## src/rtl/dem_sel_pkg.sv

```systemverilog
package dem_sel_pkg;

    typedef enum logic {
        MODE_FCCM = 1'b0,
        MODE_DEM  = 1'b1
    } conv_mode_e;

    // One sampled PWM pulse event
    typedef struct packed {
        logic take;        // strobe present this cycle
        logic phase_high;  // phase node above ground during low-side conduction
        logic lock;        // forced-continuous request
    } pulse_evt_t;

    // Saturating run-length increment
    function automatic int unsigned next_run(input int unsigned cur,
                                             input int unsigned lim);
        return (cur >= lim) ? lim : cur + 1;
    endfunction

endpackage

```

## src/rtl/dem_run_counter.sv

```systemverilog
module dem_run_counter
    import dem_sel_pkg::*;
#(
    parameter int unsigned RUN_LEN = 8,
    parameter int unsigned CNT_W   = $clog2(RUN_LEN + 1)
) (
    input  logic             clk,
    input  logic             rst,
    input  pulse_evt_t       evt,
    output logic [CNT_W-1:0] run_cnt,
    output logic             run_met
);

    logic [CNT_W-1:0] cnt_inc;

    always_comb begin
        cnt_inc = CNT_W'(next_run(int'(run_cnt), RUN_LEN));
    end

    always_ff @(posedge clk) begin
        if (rst) begin
            run_cnt <= '0;
            run_met <= 1'b0;
        end else if (evt.take) begin
            if (evt.lock || !evt.phase_high) begin
                run_cnt <= '0;
                run_met <= 1'b0;
            end else begin
                run_cnt <= cnt_inc;
                run_met <= (int'(cnt_inc) == int'(RUN_LEN));
            end
        end
    end

endmodule

```

## src/rtl/dem_mode_ctrl.sv

```systemverilog
module dem_mode_ctrl
    import dem_sel_pkg::*;
(
    input  logic       clk,
    input  logic       rst,
    input  pulse_evt_t evt,
    input  logic       run_met,
    output conv_mode_e mode
);

    // The decision armed by earlier pulses is applied at this pulse boundary.
    always_ff @(posedge clk) begin
        if (rst) begin
            mode <= MODE_FCCM;
        end else if (evt.take) begin
            if (evt.lock)
                mode <= MODE_FCCM;
            else
                mode <= run_met ? MODE_DEM : MODE_FCCM;
        end
    end

endmodule

```

## src/rtl/dem_gate_qual.sv

```systemverilog
module dem_gate_qual
    import dem_sel_pkg::*;
(
    input  conv_mode_e mode,
    input  logic       zc_reverse,
    output logic       ls_en
);

    always_comb begin
        ls_en = (mode == MODE_FCCM) || !zc_reverse;
    end

endmodule

```

## src/rtl/dem_mode_selector.sv

```systemverilog
module dem_mode_selector
    import dem_sel_pkg::*;
#(
    parameter int unsigned RUN_LEN = 8
) (
    input  logic clk,
    input  logic rst,
    input  logic pulse_stb,
    input  logic phase_high,
    input  logic force_ccm,
    input  logic zc_reverse,
    output logic dem_active,
    output logic ls_enable
);

    localparam int unsigned CNT_W = $clog2(RUN_LEN + 1);

    pulse_evt_t       evt;
    logic [CNT_W-1:0] run_cnt;
    logic             run_met;
    conv_mode_e       mode;

    always_comb begin
        evt.take       = pulse_stb;
        evt.phase_high = phase_high;
        evt.lock       = force_ccm;
    end

    dem_run_counter #(
        .RUN_LEN(RUN_LEN),
        .CNT_W  (CNT_W)
    ) u_run (
        .clk    (clk),
        .rst    (rst),
        .evt    (evt),
        .run_cnt(run_cnt),
        .run_met(run_met)
    );

    dem_mode_ctrl u_mode (
        .clk    (clk),
        .rst    (rst),
        .evt    (evt),
        .run_met(run_met),
        .mode   (mode)
    );

    dem_gate_qual u_gate (
        .mode      (mode),
        .zc_reverse(zc_reverse),
        .ls_en     (ls_enable)
    );

    always_comb begin
        dem_active = (mode == MODE_DEM);
    end

endmodule

```

## config.mk

```make
export PLATFORM = sky130hd
export DESIGN_NAME = dem_mode_selector
export DESIGN_NICKNAME = d
export VERILOG_FILES = /design/src/rtl/dem_sel_pkg.sv /design/src/rtl/dem_run_counter.sv /design/src/rtl/dem_mode_ctrl.sv /design/src/rtl/dem_gate_qual.sv /design/src/rtl/dem_mode_selector.sv
export SDC_FILE = /design/constraint.sdc
export NUM_CORES = 1
export LEC_CHECK = 0
export BUFFER_PORTS_ARGS = -buffer_cell sky130_fd_sc_hd__buf_2
export CORE_AREA = 2 2 39 41
export CTS_BUF_LIST = sky130_fd_sc_hd__clkbuf_16
export DETAILED_ROUTE_END_ITERATION = 7
export DIE_AREA = 0 0 41 43
export GPL_TIMING_DRIVEN = 0
export RECOVER_POWER = 25
export SLEW_MARGIN = 20
export SYNTH_ARGS = -nofsm -noshare
export SYNTH_HDL_FRONTEND = slang
export SYNTH_SLANG_ARGS = --single-unit
```

## constraint.sdc

```tcl
create_clock -name clk -period 2.3 [get_ports clk]
set_input_delay 0.23 -clock clk [delete_from_list [all_inputs] [get_ports clk]]
set_output_delay 0.23 -clock clk [all_outputs]
set_load 0.02 [all_outputs]
```

# Word-level counts from Yosys, hierarchy flattened
# Cells that the tools add are included.
# totals
output_inout_bits,2
ff_bits,6
ram_bits,0
memories,0
wordCells,16
mem_bits_ro,0
latch_bits,0
input_bits,6
# classes
addsub,1
shifts,0
reduce_logical,4
mux,5
n_lt_le_gt_ge,1
div_mod_pow,0
multipliers,0
bitwise_logic,1
n_eq_ne,1
# op_table
operator,count
4-bit two-way mux,2
4-bit by 1-bit adder with 4-bit output (second input constant),1
4-bit equality test (second input constant),1
4-bit >= comparator (second input constant),1
1-bit two-way mux,3
1-bit logical NOT,2
1-bit logical OR,2
1-bit inverter,1

# Logic depth before layout (Yosys ltp)
# Gate-level depths: netlist (run 1).
# depth
depth_word,4
mapped_depth,5
ltp_nobuf,5

# By module
# A second synthesis (run 1) with hierarchy kept.
# hier_totals
cells_unflattened,36
area_unflattened_um2,312.8
# modules_own_cells
module,cells_each,instances,seq_area_each_um2,area_per_inst_um2
dem_run_counter,31,1,100.1,266.5
dem_mode_ctrl,4,1,20.0,42.5
dem_gate_qual,1,1,0.0,3.8

# Worst setup path before layout (run 1)
# Ideal clock, no wire load.
# synth_path
path_type,flip-flop to flip-flop
startpoint,register u_run.run_cnt[0]
endpoint,register u_run.run_met
path_stages_with_launch,6
period_less_slack_ps,1117
arrival_time_ps,994
path_slack_ps,1183
cell_sequence,dfxtp_1 > inv_1 > ha_1 > inv_1 > a311oi_1 > nor3_1
# synth_between
elab_chain_cells,4
word_cells_on_any_way,5
cone_classes,add/sub (1); order compare (1); eq/ne (1); mux (2)
# synth_lines
item,line_no,rtl
start: declaration,dem_run_counter.sv:10,"output logic [CNT_W-1:0] run_cnt,"
start signal: assignment,dem_run_counter.sv:29,run_cnt <= cnt_inc;
4-bit by 1-bit adder with 4-bit output / 4-bit >= comparator (equally long branches),dem_sel_pkg.sv:18,return (cur >= lim) ? lim : cur + 1;
4-bit two-way mux (*),dem_sel_pkg.sv:18,
4-bit equality test (*),dem_run_counter.sv:30,run_met <= (int'(cnt_inc) == int'(RUN_LEN));
1-bit two-way mux (*),dem_run_counter.sv:25,if (evt.lock || !evt.phase_high) begin
end signal: assignment,dem_run_counter.sv:30,
end: declaration,dem_run_counter.sv:11,output logic run_met
# Mark *: on every way between the ends. The rest lies on a longest branch, timed or not.
# A chain may end at the register's enable or synchronous reset.

# Worst setup path in the final report (run 1)
# layout_path
startpoint,register u_run.run_cnt[1]
endpoint,register u_run.run_met
# Same word-level chain as after synthesis.

==> summary by stage, run 1 <==
Outcome
The run finished with clean final reports.

Pwr
Of the total power, combinational logic draws 0.038. In this run the power spent charging and discharging nets is 0.0000636 W. The power density normalized to cell area is 930 nW/um^2.

The fraction of power consumed by the clock network is 0.695. Of the total power, registers draw 0.266. The switching part of the total power is 0.159. Internal power comes to 0.000335 W. VDD sags by at most 374 uV.

Summed over all cells, the static leakage comes to 0.183 nW.

Min path
The worst hold path was traced through 2 stages. The path with the worst hold slack has its endpoint at u_run.run_cnt[3]$_SDFFE_PP0P_. The path class of the tightest hold or removal check is input port to register. The worst hold path begins at rst.

CTS
The hold buffer count at CTS is 0. Clock tree synthesis selected as its root buffer the cell sky130_fd_sc_hd__clkbuf_16. The tree built by TritonCTS fans out to 6 sinks. The TritonCTS clock tree is done. The source-to-sink clock delay at the later pin of the worst-skew pair is 0.23 ns. Counting along the longest clock path gives a buffer depth of 2.

The register clock-pin slew on the reported worst setup and hold paths is 0.03 ns. In this run the post-CTS setup repair buffer count came out at 0. TritonCTS created 3 clock buffers. CTS built an H-tree with a depth of 1. The post-cts resize count is 0.

Die
The die is 41 um wide. In this run the count of I/O pins placed on the die edge is 8. The die is 43 um tall.

The initialized floorplan defines 14 standard-cell rows. In this run the standard cell core region covers 1380 um^2. The die covers 1760 um^2. The initial utilization of the core area, before any placement, comes to 0.216.

Critical path
The largest stage delay on the critical path is 0.37 ns. The type of origin of the critical path is a register. The worst endpoint data arrival time is 1.31 ns. The cell with the most instances on the worst path is sky130_fd_sc_hd__inv_1.

Together, buffers and inverters on the worst path number 2. In this run the critical register-to-register path is launched from u_run.run_cnt[1]$_SDFFE_PP0P_. The critical path class is register to register.

Traced cell by cell, the critical path runs through inv_1 -> ha_1 -> inv_1 -> a311oi_1 -> nor3_1. The internal reg-to-reg setup slack is 1.10 ns. The worst register-to-register path ends at u_run.run_met$_SDFFE_PP0P_. Among all stages on the critical path, the largest delay is contributed by sky130_fd_sc_hd__dfxtp_1. At the worst endpoint, the required time is 2.41 ns. Of all nets on the critical path, the largest fanout is 4. The category of cells accounting for the largest share of critical-path delay is flip-flops. The launch point of the critical path is u_run.run_cnt[1]$_SDFFE_PP0P_.

The worst setup path is captured at a register. The depth of the most critical reg-to-reg path is 5.

Routing
After detailed routing, the number of remaining DRC violations is 0. The number of vias after detailed routing is 274. For this block, the initial DRC count from the detailed router was 3.

In the routed layout, each cell is associated on average with a via count of 4.57. For this run, the detailed router's first-pass iteration total came to 2. The number of routed nets with antenna violations is 0. The total wirelength of the detailed-routed design is 616 um. The routed wirelength normalized by instance count is 10.3 um.

Logic synthesis
The post-synth design cell area is 299 um^2. Counting every net in the synthesized netlist gives 42. The synthesized area per cell is 8.80 um^2. The number of register bits inferred by synthesis is 6. Yosys printed 0 warnings. Counting every instance in the synthesized netlist gives 34. For this run, the register share of the synthesized area comes to 0.402. The library cell occupying the most area in the post-synthesis netlist is sky130_fd_sc_hd__dfxtp_1. Of the post-synthesis cell area, the dominant cell type holds 0.402.

Sorting the synthesized cells by area gives the leading types as sky130_fd_sc_hd__dfxtp_1 40%, sky130_fd_sc_hd__ha_1 8.4%, sky130_fd_sc_hd__and4bb_4 5.4%, sky130_fd_sc_hd__inv_1 5.0%, sky130_fd_sc_hd__nand2_1 5.0%. The number of distinct library cells after synthesis is 18.

STA
The hold violation total from the final report is 0. For this run, the top clock speed supported by timing is 834 MHz. The headroom to the max-slew limit is 0.863. The final-report max-slew violation count is 0. In the finished design, the share of the clock period the worst path needs comes to 0.521. The clock period could shrink to 1.20 ns. The largest clock skew in the final design is 0.00127 ns.

At the pin with the least slew margin, the transition time is 0.205 ns. Setup repair after global routing left no endpoint under its margin. The count of endpoints failing setup in the final report is 0. After routing, the total negative slack on setup checks comes to 0 ns.

GRT
The initial antenna violation count is 0. The via count of the first global-routing pass came to 239. Entering global routing, the biggest net connects 7 pins. The global-route wire length before repair is 897 um. The combined global-route utilization of all metal layers is 0.0826.

The overall overflow remaining after global route is 0.

Cells and area
Measured on the finished design, the core utilization comes to 0.310. Relative to the synthesized area, the layout overhead comes to 43.5%. The filler cell count in the final layout is 154. The count of antenna diodes in the layout is 0.

At the end of the flow, the number of nets in the layout was 54. In the final layout, the share of cells above drive strength 1 is 0.250.

Placed design
The detailed placement HPWL is 431 um. The total of buffers placed on input and output ports is 7. The congestion estimate from routability-driven global placement came to 0.705.

Flow run
The number of maximum-capacitance violations is 0.
==> layout by cell type, fill, tap and decap left out <==
cell type                   instances
sky130_fd_sc_hd__nor3_1             1
sky130_fd_sc_hd__dfxtp_1            6
sky130_fd_sc_hd__nand3b_1           2
sky130_fd_sc_hd__nor2_1             4
sky130_fd_sc_hd__and4bb_4           1
sky130_fd_sc_hd__a22oi_1            1
sky130_fd_sc_hd__clkbuf_16          3
sky130_fd_sc_hd__a311oi_1           1
sky130_fd_sc_hd__a31oi_1            1
sky130_fd_sc_hd__a21oi_1            1
sky130_fd_sc_hd__and3_1             1
sky130_fd_sc_hd__ha_1               2
sky130_fd_sc_hd__a2bb2oi_1          1
sky130_fd_sc_hd__buf_2              7
sky130_fd_sc_hd__inv_1              4
sky130_fd_sc_hd__o21ai_1            1
sky130_fd_sc_hd__mux2i_1            1
sky130_fd_sc_hd__nor2b_1            1
sky130_fd_sc_hd__and3b_1            1
sky130_fd_sc_hd__nand2_1            4
==> worst max-delay path by stage <==
stage               slack (ns)                         end  depth (start not counted)
global placement          1.13  u_run.run_met$_SDFFE_PP0P_                          5
detailed placement        1.10  u_run.run_met$_SDFFE_PP0P_                          5
CTS                       1.10  u_run.run_met$_SDFFE_PP0P_                          5
finish                    1.10  u_run.run_met$_SDFFE_PP0P_                          5
floorplan                 1.18  u_run.run_met$_SDFFE_PP0P_                          5
global route              0.98  u_run.run_met$_SDFFE_PP0P_                          5
==> final cells by class <==
| cell class | count | area (um^2) | area share |
|---|---|---|---|
| Sequential cell | 6 | 120 | 0.280 |
| Clock buffer | 3 | 75.1 | 0.175 |
| Tap cell | 16 | 20.0 | 0.0466 |
| Multi-Input combinational cell | 24 | 164 | 0.382 |
| Timing Repair Buffer | 7 | 35.0 | 0.0816 |
| Inverter | 4 | 15.0 | 0.0350 |
==> routing by layer <==
layer / global-route usage / vias to the layer above / wire (um)
met2: 0.113 / 10 / 264
li1: - / 139 / -
met3: 0.0785 / 0 / 65
met1: 0.0812 / 125 / 287
met4: 0.0400 / 0 / 0
met5: 0 / - / 0
==> sequential cells by signal, indices dropped and copies added (netlist names) <==
signal	count
u_mode.mode	1
u_run.run_cnt	4
u_run.run_met	1
==> cell families (layout without fill, tap and decap cells) <==
family          Yosys count  after routing  share of synthesized area
flops                     6              6                      0.402
simple gates             15             15                      0.293
fa+ha+maj                 2              2                     0.0837
mux                       1              1                     0.0335
compound gates            6              6                      0.138
buf+inv                   4             14                     0.0502
==> synth_stat cells <==
cell type / number
sky130_fd_sc_hd__nor3_1: 1
sky130_fd_sc_hd__nand2_1: 4
sky130_fd_sc_hd__a2bb2oi_1: 1
sky130_fd_sc_hd__and4bb_4: 1
sky130_fd_sc_hd__dfxtp_1: 6
sky130_fd_sc_hd__and3_1: 1
sky130_fd_sc_hd__nand3b_1: 2
sky130_fd_sc_hd__nor2_1: 4
sky130_fd_sc_hd__and3b_1: 1
sky130_fd_sc_hd__a22oi_1: 1
sky130_fd_sc_hd__inv_1: 4
sky130_fd_sc_hd__a31oi_1: 1
sky130_fd_sc_hd__mux2i_1: 1
sky130_fd_sc_hd__ha_1: 2
sky130_fd_sc_hd__nor2b_1: 1
sky130_fd_sc_hd__a311oi_1: 1
sky130_fd_sc_hd__o21ai_1: 1
sky130_fd_sc_hd__a21oi_1: 1
==> power by group through the flow <==
stage | sequential, W | clock [W] | combinational (W)
CTS | 0.000106 | 0.000286 | 0.0000153
detailed placement | 0.000108 | 0 | 0.0000152
floorplan | 0.000107 | 0 | 0.00000710
global route | 0.000106 | 0.000290 | 0.0000170
global placement | 0.000108 | 0 | 0.0000150
finish | 0.000106 | 0.000277 | 0.0000152
==> through the flow <==
stage,cells,hold slack (ns),setup WS [ns],total power [W],cell area (um^2)
floorplan,34,0.299,1.18,0.000115,299
global placement,57,0.478,1.13,0.000123,354
detailed placement,57,0.481,1.10,0.000123,354
CTS,60,0.242,1.10,0.000408,429
global route,60,0.259,0.979,0.000414,429
finish,60,0.246,1.10,0.000399,429
Note: power is estimated with default switching activity, not from simulation.
==> run 2, diff against run 1 <==
clock period = 1.1 ns   (was 2.3 ns; I/O delays follow)
==> run 2 against run 1 <==
  * Critical path depth stayed put
  * Total power is 110% higher
  * Wire length rose by 0.16%
  * Clock skew increased by 0.0014 ns
  * Design area increased by 5.0%
  * Worst setup slack got worse by 1.1 ns
  * Combinational power increased by 130%
  * Non-clock buffer count stayed put
  * Via count grew 0.36%
  * Sequential power is 110% higher
  * Hold slack got worse by 0.12 ns
  * Clock power is 110% higher
==> summary by stage, run 2 (synthesized netlist as in run 1, its figures left out) <==
Routing
In the final routed layout, each cell accounts on average for 10.3 um. The number of vias after detailed routing is 275. After the first detailed-routing iteration, the DRC count stood at 1.

In the routed design, unresolved DRC markers number 0. The final layout contains routed wiring with a total length of 617 um. The first-pass iteration count of the detailed router is 4. The ratio of routed vias to standard cells is 4.58. In this run the remaining antenna-violating nets after routing total 0.

GRT
The global-route wire length before repair is 1030 um. The combined global-route utilization of all metal layers is 0.0935. Entering global routing, the biggest net connects 7 pins. For this run the aggregate overflow at the end of global routing stands at 0. The initial antenna violation count was 0. The via count of the first global-routing pass is 275.

CTS
The CTS root buffer is sky130_fd_sc_hd__clkbuf_16. The number of H-tree levels is 1. TritonCTS built the clock tree.

The clock net in this run drives a total of 6 sinks. The TritonCTS buffer count is 3. The buffers inserted during post-CTS setup optimization is 0. After clock tree synthesis, the clock-pin slew on the worst setup and hold paths is 0.03 ns.

The source-to-sink clock delay at the later pin of the worst-skew pair is 0.22 ns. The hold buffer count at CTS is 0. The clock tree buffer depth is 2.

STA
The post-route clock period utilization is 0.992. The hold violation total from the final report was 0. The largest clock skew in the final design is 0.00271 ns. Headroom to the max-slew limit came out at 0.851. The final-report max-slew violation count is 0. The setup TNS is 0 ns. At the pin with the least slew margin, the transition time is 0.223 ns. The count of endpoints failing setup in the final report is 0. Setup repair after global routing could not meet its margin everywhere. The final critical path time including I/O delays and setup is 1.09 ns.

The tightest hold path in the finished design has a slack of 0.123 ns. The timing-limited maximum frequency is 916 MHz.

Critical path
In this run the worst path has a maximum fanout of 4. The critical path class is register to register. The depth of the most critical reg-to-reg path is 5. The capturing element type of the critical path is a register. STA puts the critical path data arrival time at 1.20 ns. The worst setup path is launched from a register. The data required time of the critical path is 1.21 ns.

Cells and area
The layout cell share with drive strength beyond 1 is 0.409. The final cell count without fillers is 60. In the layout the commonest cells are 7 x sky130_fd_sc_hd__buf_2, 4 x sky130_fd_sc_hd__nand2_1, 4 x sky130_fd_sc_hd__nor2_1, 4 x sky130_fd_sc_hd__dfxtp_1. The register with the most flip-flops in the layout has 4 of them.

At the end of the flow, the number of nets in the layout was 54. The layout has 151 filler cells. The multi-input logic area is 183 um^2.

The repair_antennas step left the layout with diodes totalling 0. In the final layout, the registers with the most flip-flops are u_run.run_cnt: 4 flops, u_mode.mode: 1 flops, u_run.run_met: 1 flops. The final standard cell utilization of the core is 0.325. The most common cell after layout, fill and taps aside is sky130_fd_sc_hd__buf_2.

The register name with the most flops is u_run.run_cnt. The synthesis-to-finish area growth is 50.6%. The sequential cell area is 123 um^2.

Placed design
Summed over all nets, the half-perimeter wirelength after detailed placement is 429 um. The total of buffers placed on input and output ports is 7. The placed instance count is 57. The congestion estimate from routability-driven global placement came to 0.709.

Die
The area of the core is 1380 um^2. The floorplan has 14 rows. For this configuration, the core starts out at a cell density of 0.216. The die covers 1760 um^2. The vertical die dimension is 43 um. Measured along the x axis, the die boundary spans 41 um. The I/O pin total is 8.

Pwr
The sum of internal, switching and leakage power is 0.000832 W. Summed over all cells, the static leakage comes to 0.187 nW. In this run the power density over the cells is 1850 nW/um^2. The peak supply drop is 942 uV.

Min path
Counting instances, the worst hold path has a depth of 2. In this run the worst hold path is classified as input port to register.

Outcome
The run finished with clean final reports.

Flow run
Across the run, the number of max-cap violations was 0.
[run 2: changes by cell type in the layout (fill, tap and decap cells not counted)]
cell                       delta
sky130_fd_sc_hd__inv_1        -3
sky130_fd_sc_hd__inv_2        +3
sky130_fd_sc_hd__dfxtp_1      -2
sky130_fd_sc_hd__dfxtp_2      +2
sky130_fd_sc_hd__a311oi_1     -1
sky130_fd_sc_hd__a311oi_2     +1
sky130_fd_sc_hd__ha_1         -1
sky130_fd_sc_hd__ha_4         +1
[run 2: final timing paths]
check	startpoint	endpoint	slack, ns
hold / removal	rst	u_run.run_cnt[1]$_SDFFE_PP0P_	0.12
hold reg to reg	u_run.run_cnt[2]$_SDFFE_PP0P_	u_run.run_cnt[2]$_SDFFE_PP0P_	0.50
setup reg to reg	u_run.run_cnt[1]$_SDFFE_PP0P_	u_run.run_met$_SDFFE_PP0P_	0.008
setup / recovery	u_run.run_cnt[1]$_SDFFE_PP0P_	u_run.run_met$_SDFFE_PP0P_	0.008
[run 2: report_power, final]
| part | switching [W] | leakage (nW) | internal, W | total, W |
|---|---|---|---|---|
| clock | 0.000109 | 0.0370 | 0.000465 | 0.000575 |
| combinational | 0.0000184 | 0.100 | 0.0000162 | 0.0000346 |
| sequential | 0.00000144 | 0.0494 | 0.000221 | 0.000223 |
[run 2: final cells by class]
type / instances / share of cell area
clock buffers: 3 / 0.167
inverters: 4 / 0.0333
repair buffers: 7 / 0.0778
flip-flops and latches: 6 / 0.272
well taps: 16 / 0.0444
multi-input cells: 24 / 0.406
[run 2: through the flow]
stage | worst slack, ns | cell area (um^2)
3_3_place_gp | -0.0336 | 354
3_5_place_dp | -0.0529 | 354
6_report | 0.00844 | 450
2_1_floorplan | 0.0214 | 299
5_1_grt | -0.0518 | 450
4_1_cts | 0.0144 | 450
[run 2: worst max-delay path, stage by stage (launching register included)]
cell	delay, ns
sky130_fd_sc_hd__dfxtp_2	0.34
sky130_fd_sc_hd__inv_2	0.05
sky130_fd_sc_hd__ha_4	0.26
sky130_fd_sc_hd__inv_2	0.03
sky130_fd_sc_hd__a311oi_2	0.21
sky130_fd_sc_hd__nor3_1	0.08
[run 2: repair_timing]
item,CTS,global route
pin swaps,1,0
setup endpoints to repair,1,1
resized for setup,6,1
[run 2: layer usage]
metal | vias up | global-route usage | routed length, um
met5 | - | 0 | 0
met4 | 0 | 0.0400 | 0
met3 | 0 | 0.0785 | 59
met2 | 10 | 0.144 | 295
met1 | 127 | 0.0839 | 262
li1 | 138 | - | -
==> run 3, diff against run 2 <==
SETUP_SLACK_MARGIN = 0.1   (was not set)
==> run 3 against run 2 <==
  * Maximum frequency up 3.3%
  * Hold slack worse by 0.0047 ns
  * Clock power about the same
  * Register-to-register slack better by 0.03 ns
  * Largest power group unchanged
  * Sequential share of layout area down 0.25 points
  * First-iteration DRC count up 100%
  * Critical path type unchanged
  * Worst setup slack better by 0.035 ns
  * Largest cell class unchanged
  * Count of clock-buffer cells in the layout unchanged
  * Utilization up 0.63 points
==> summary by stage, run 3 (synthesized netlist as in run 1, its figures left out) <==
Pwr
The peak supply drop is 1580 uV. Power spread over the standard cell area amounts to 1820 nW/um^2. Summed over all cells, the static leakage comes to 0.193 nW.

STA
Measured against its own limit, the worst slew margin works out to 0.868. Of the available clock period, the critical path in the final layout requires 0.961. The hold violation total from the final report is 0. Setup violations remaining at the end of the flow were counted as 0. Hold timing on the final database bottoms out at a slack of 0.118 ns. For the final routed database, the setup TNS stands at 0 ns. Static timing analysis puts the maximum clock frequency at 946 MHz. The final-report max-slew violation count is 0. Setup repair after global routing could not meet its margin everywhere. Across the routed clock network, the largest skew measured is 0.00145 ns. The final critical path time including I/O delays and setup is 1.06 ns. The pin slew with the least headroom to its limit is 0.199 ns.

Placed design
After detailed placement, the total cell area comes to 357 um^2. The HPWL after detailed placement is 437 um. Including well taps, the total number of placed cells is 57. Buffers placed on the I/O ports in this run total 7.

Routability-driven placement finished with a final weighted congestion of 0.701.

Critical path
The largest stage delay on the critical path is 0.33 ns. The capturing element type of the critical path is a register. The type of origin of the critical path is a register. STA puts the critical path data required time at 1.21 ns. Traced cell by cell, the critical path runs through inv_2 -> ha_4 -> inv_2 -> a311oi_2 -> nor3_1. The category of cells accounting for the largest share of critical-path delay is flip-flops. The number of buffers and inverters on the critical path is 2. The cell with the most instances on the worst path is sky130_fd_sc_hd__inv_2. In this run the worst path has a maximum fanout of 3.

The critical path is of the register to register type. The worst endpoint data arrival time is 1.17 ns. The cell with the biggest individual delay on the critical path is sky130_fd_sc_hd__dfxtp_2.

Routing
The detail route stage leaves a number of antenna-violating nets equal to 0. The detailed router placed 267 vias in this run. The first-iteration detailed-routing DRC count is 2. The count of unresolved DRC violations after routing is 0.

After detailed routing, the number of vias per cell comes to 4.38. Dividing the detail-routed wire length by the instance count gives 9.67 um. Summed over all layers, the routed wires come to 590 um. The first-pass iteration count of the detailed router is 3.

CTS
Hold repair after CTS inserted 0 buffers. The source-to-sink clock delay at the later pin of the worst-skew pair is 0.22 ns. In this run the number of H-tree levels came out at 1. Clock-pin slew was measured on the worst setup and hold paths at 0.03 ns. The TritonCTS clock tree is done.

CTS placed an instance of sky130_fd_sc_hd__clkbuf_16 at the clock tree root. Counting every sink on the clock net gives 6. The TritonCTS buffer count is 3.

Counting along the longest clock path gives a buffer depth of 2.

Die
For this configuration, the core starts out at a cell density of 0.216. In this run the core area contains 14 standard-cell rows. The vertical die dimension is 43 um. During I/O placement, the number of pins put on the boundary was 8.

In this run the standard cell core region covers 1380 um^2. The overall die area is 1760 um^2. The die is 41 um wide.

Cells and area
The finished layout holds 61 standard cells, fillers aside. The multi-input logic area is 183 um^2. The layout cell share with drive strength beyond 1 is 0.444. The sequential cell area is 124 um^2.

u_run.run_cnt holds more flip-flops than any other register. The top cell types in the final layout, fill and taps aside, are 7 x sky130_fd_sc_hd__buf_2, 4 x sky130_fd_sc_hd__nand2_1, 4 x sky130_fd_sc_hd__nor2_1. The count of antenna diodes in the layout is 0. The register with the most flip-flops in the layout has 4 of them. The net count reported at finish is 55. The synthesis-to-finish area growth is 53.6%.

In the final layout, the registers with the most flip-flops are u_run.run_cnt: 4 flops, u_mode.mode: 1 flops, u_run.run_met: 1 flops. The most common cell after layout, fill and taps aside is sky130_fd_sc_hd__buf_2. The final design instance area without fill is 459 um^2.

After filler insertion, the fill cell instance count of the layout stands at 140.

GRT
The via count of the first global-routing pass came to 246. The overall overflow remaining after global route is 0. The global-route wire length before repair is 938 um. The maximum number of pins on one net before global-route repair is 7.

The combined global-route utilization of all metal layers is 0.0864. The initial antenna violation count came to 0.

Min path
The path type of the worst min-delay path is input port to register.

Flow run
Across the run, the number of max-cap violations was 0.

Outcome
The run finished with clean final reports.
==> run 3: cell type report <==
class | count | area share
Inverter | 4 | 0.0327
Multi-Input combinational cell | 24 | 0.398
Clock buffer | 3 | 0.163
Timing Repair Buffer | 8 | 0.0926
Tap cell | 16 | 0.0436
Sequential cell | 6 | 0.270
==> run 3: worst reg2reg max path: stages, from the launching register on <==
cell and delay (ns):
sky130_fd_sc_hd__dfxtp_2 0.33, sky130_fd_sc_hd__inv_2 0.06, sky130_fd_sc_hd__ha_4 0.26, sky130_fd_sc_hd__inv_2 0.03, sky130_fd_sc_hd__a311oi_2 0.19, sky130_fd_sc_hd__nor3_1 0.07
==> run 3: timing repair <==
action,in CTS,in global routing
buffers inserted,0,1
gates resized for setup,2,3
setup endpoints to repair,2,2
pin swaps,1,2
==> run 3: power by group <==
group          switching (W)  internal [W]
Combinational      0.0000184     0.0000160
Clock               0.000112      0.000465
Sequential        0.00000148      0.000221
==> run 3: final timing paths <==
path / start / end / slack [ns] / depth (start not counted)
max: u_run.run_cnt[0]$_SDFFE_PP0P_ / u_run.run_met$_SDFFE_PP0P_ / 0.04 / 5
min: rst / u_run.run_cnt[3]$_SDFFE_PP0P_ / 0.12 / 2
max reg2reg: u_run.run_cnt[0]$_SDFFE_PP0P_ / u_run.run_met$_SDFFE_PP0P_ / 0.04 / 5
min reg2reg: u_mode.mode$_SDFFE_PP0P_ / u_mode.mode$_SDFFE_PP0P_ / 0.51 / 2
==> run 3: stage by stage <==
stage	utilization	power, W	worst slack, ns
after floorplan	-	0.000240	0.0526
after CTS	0.325	0.000853	0.00601
after global placement	0.258	0.000257	0.00618
after global routing	0.332	0.000872	-0.0301
final	0.332	0.000834	0.0431
after detailed placement	0.258	0.000258	-0.00886
==> run 3: layer usage <==
metal	share of wire	up-vias	GRT usage
li1	-	142	-
met1	0.53	117	0.0968
met2	0.41	8	0.109
met3	0.063	0	0.0628
met4	0	0	0.0600
met5	0	-	0
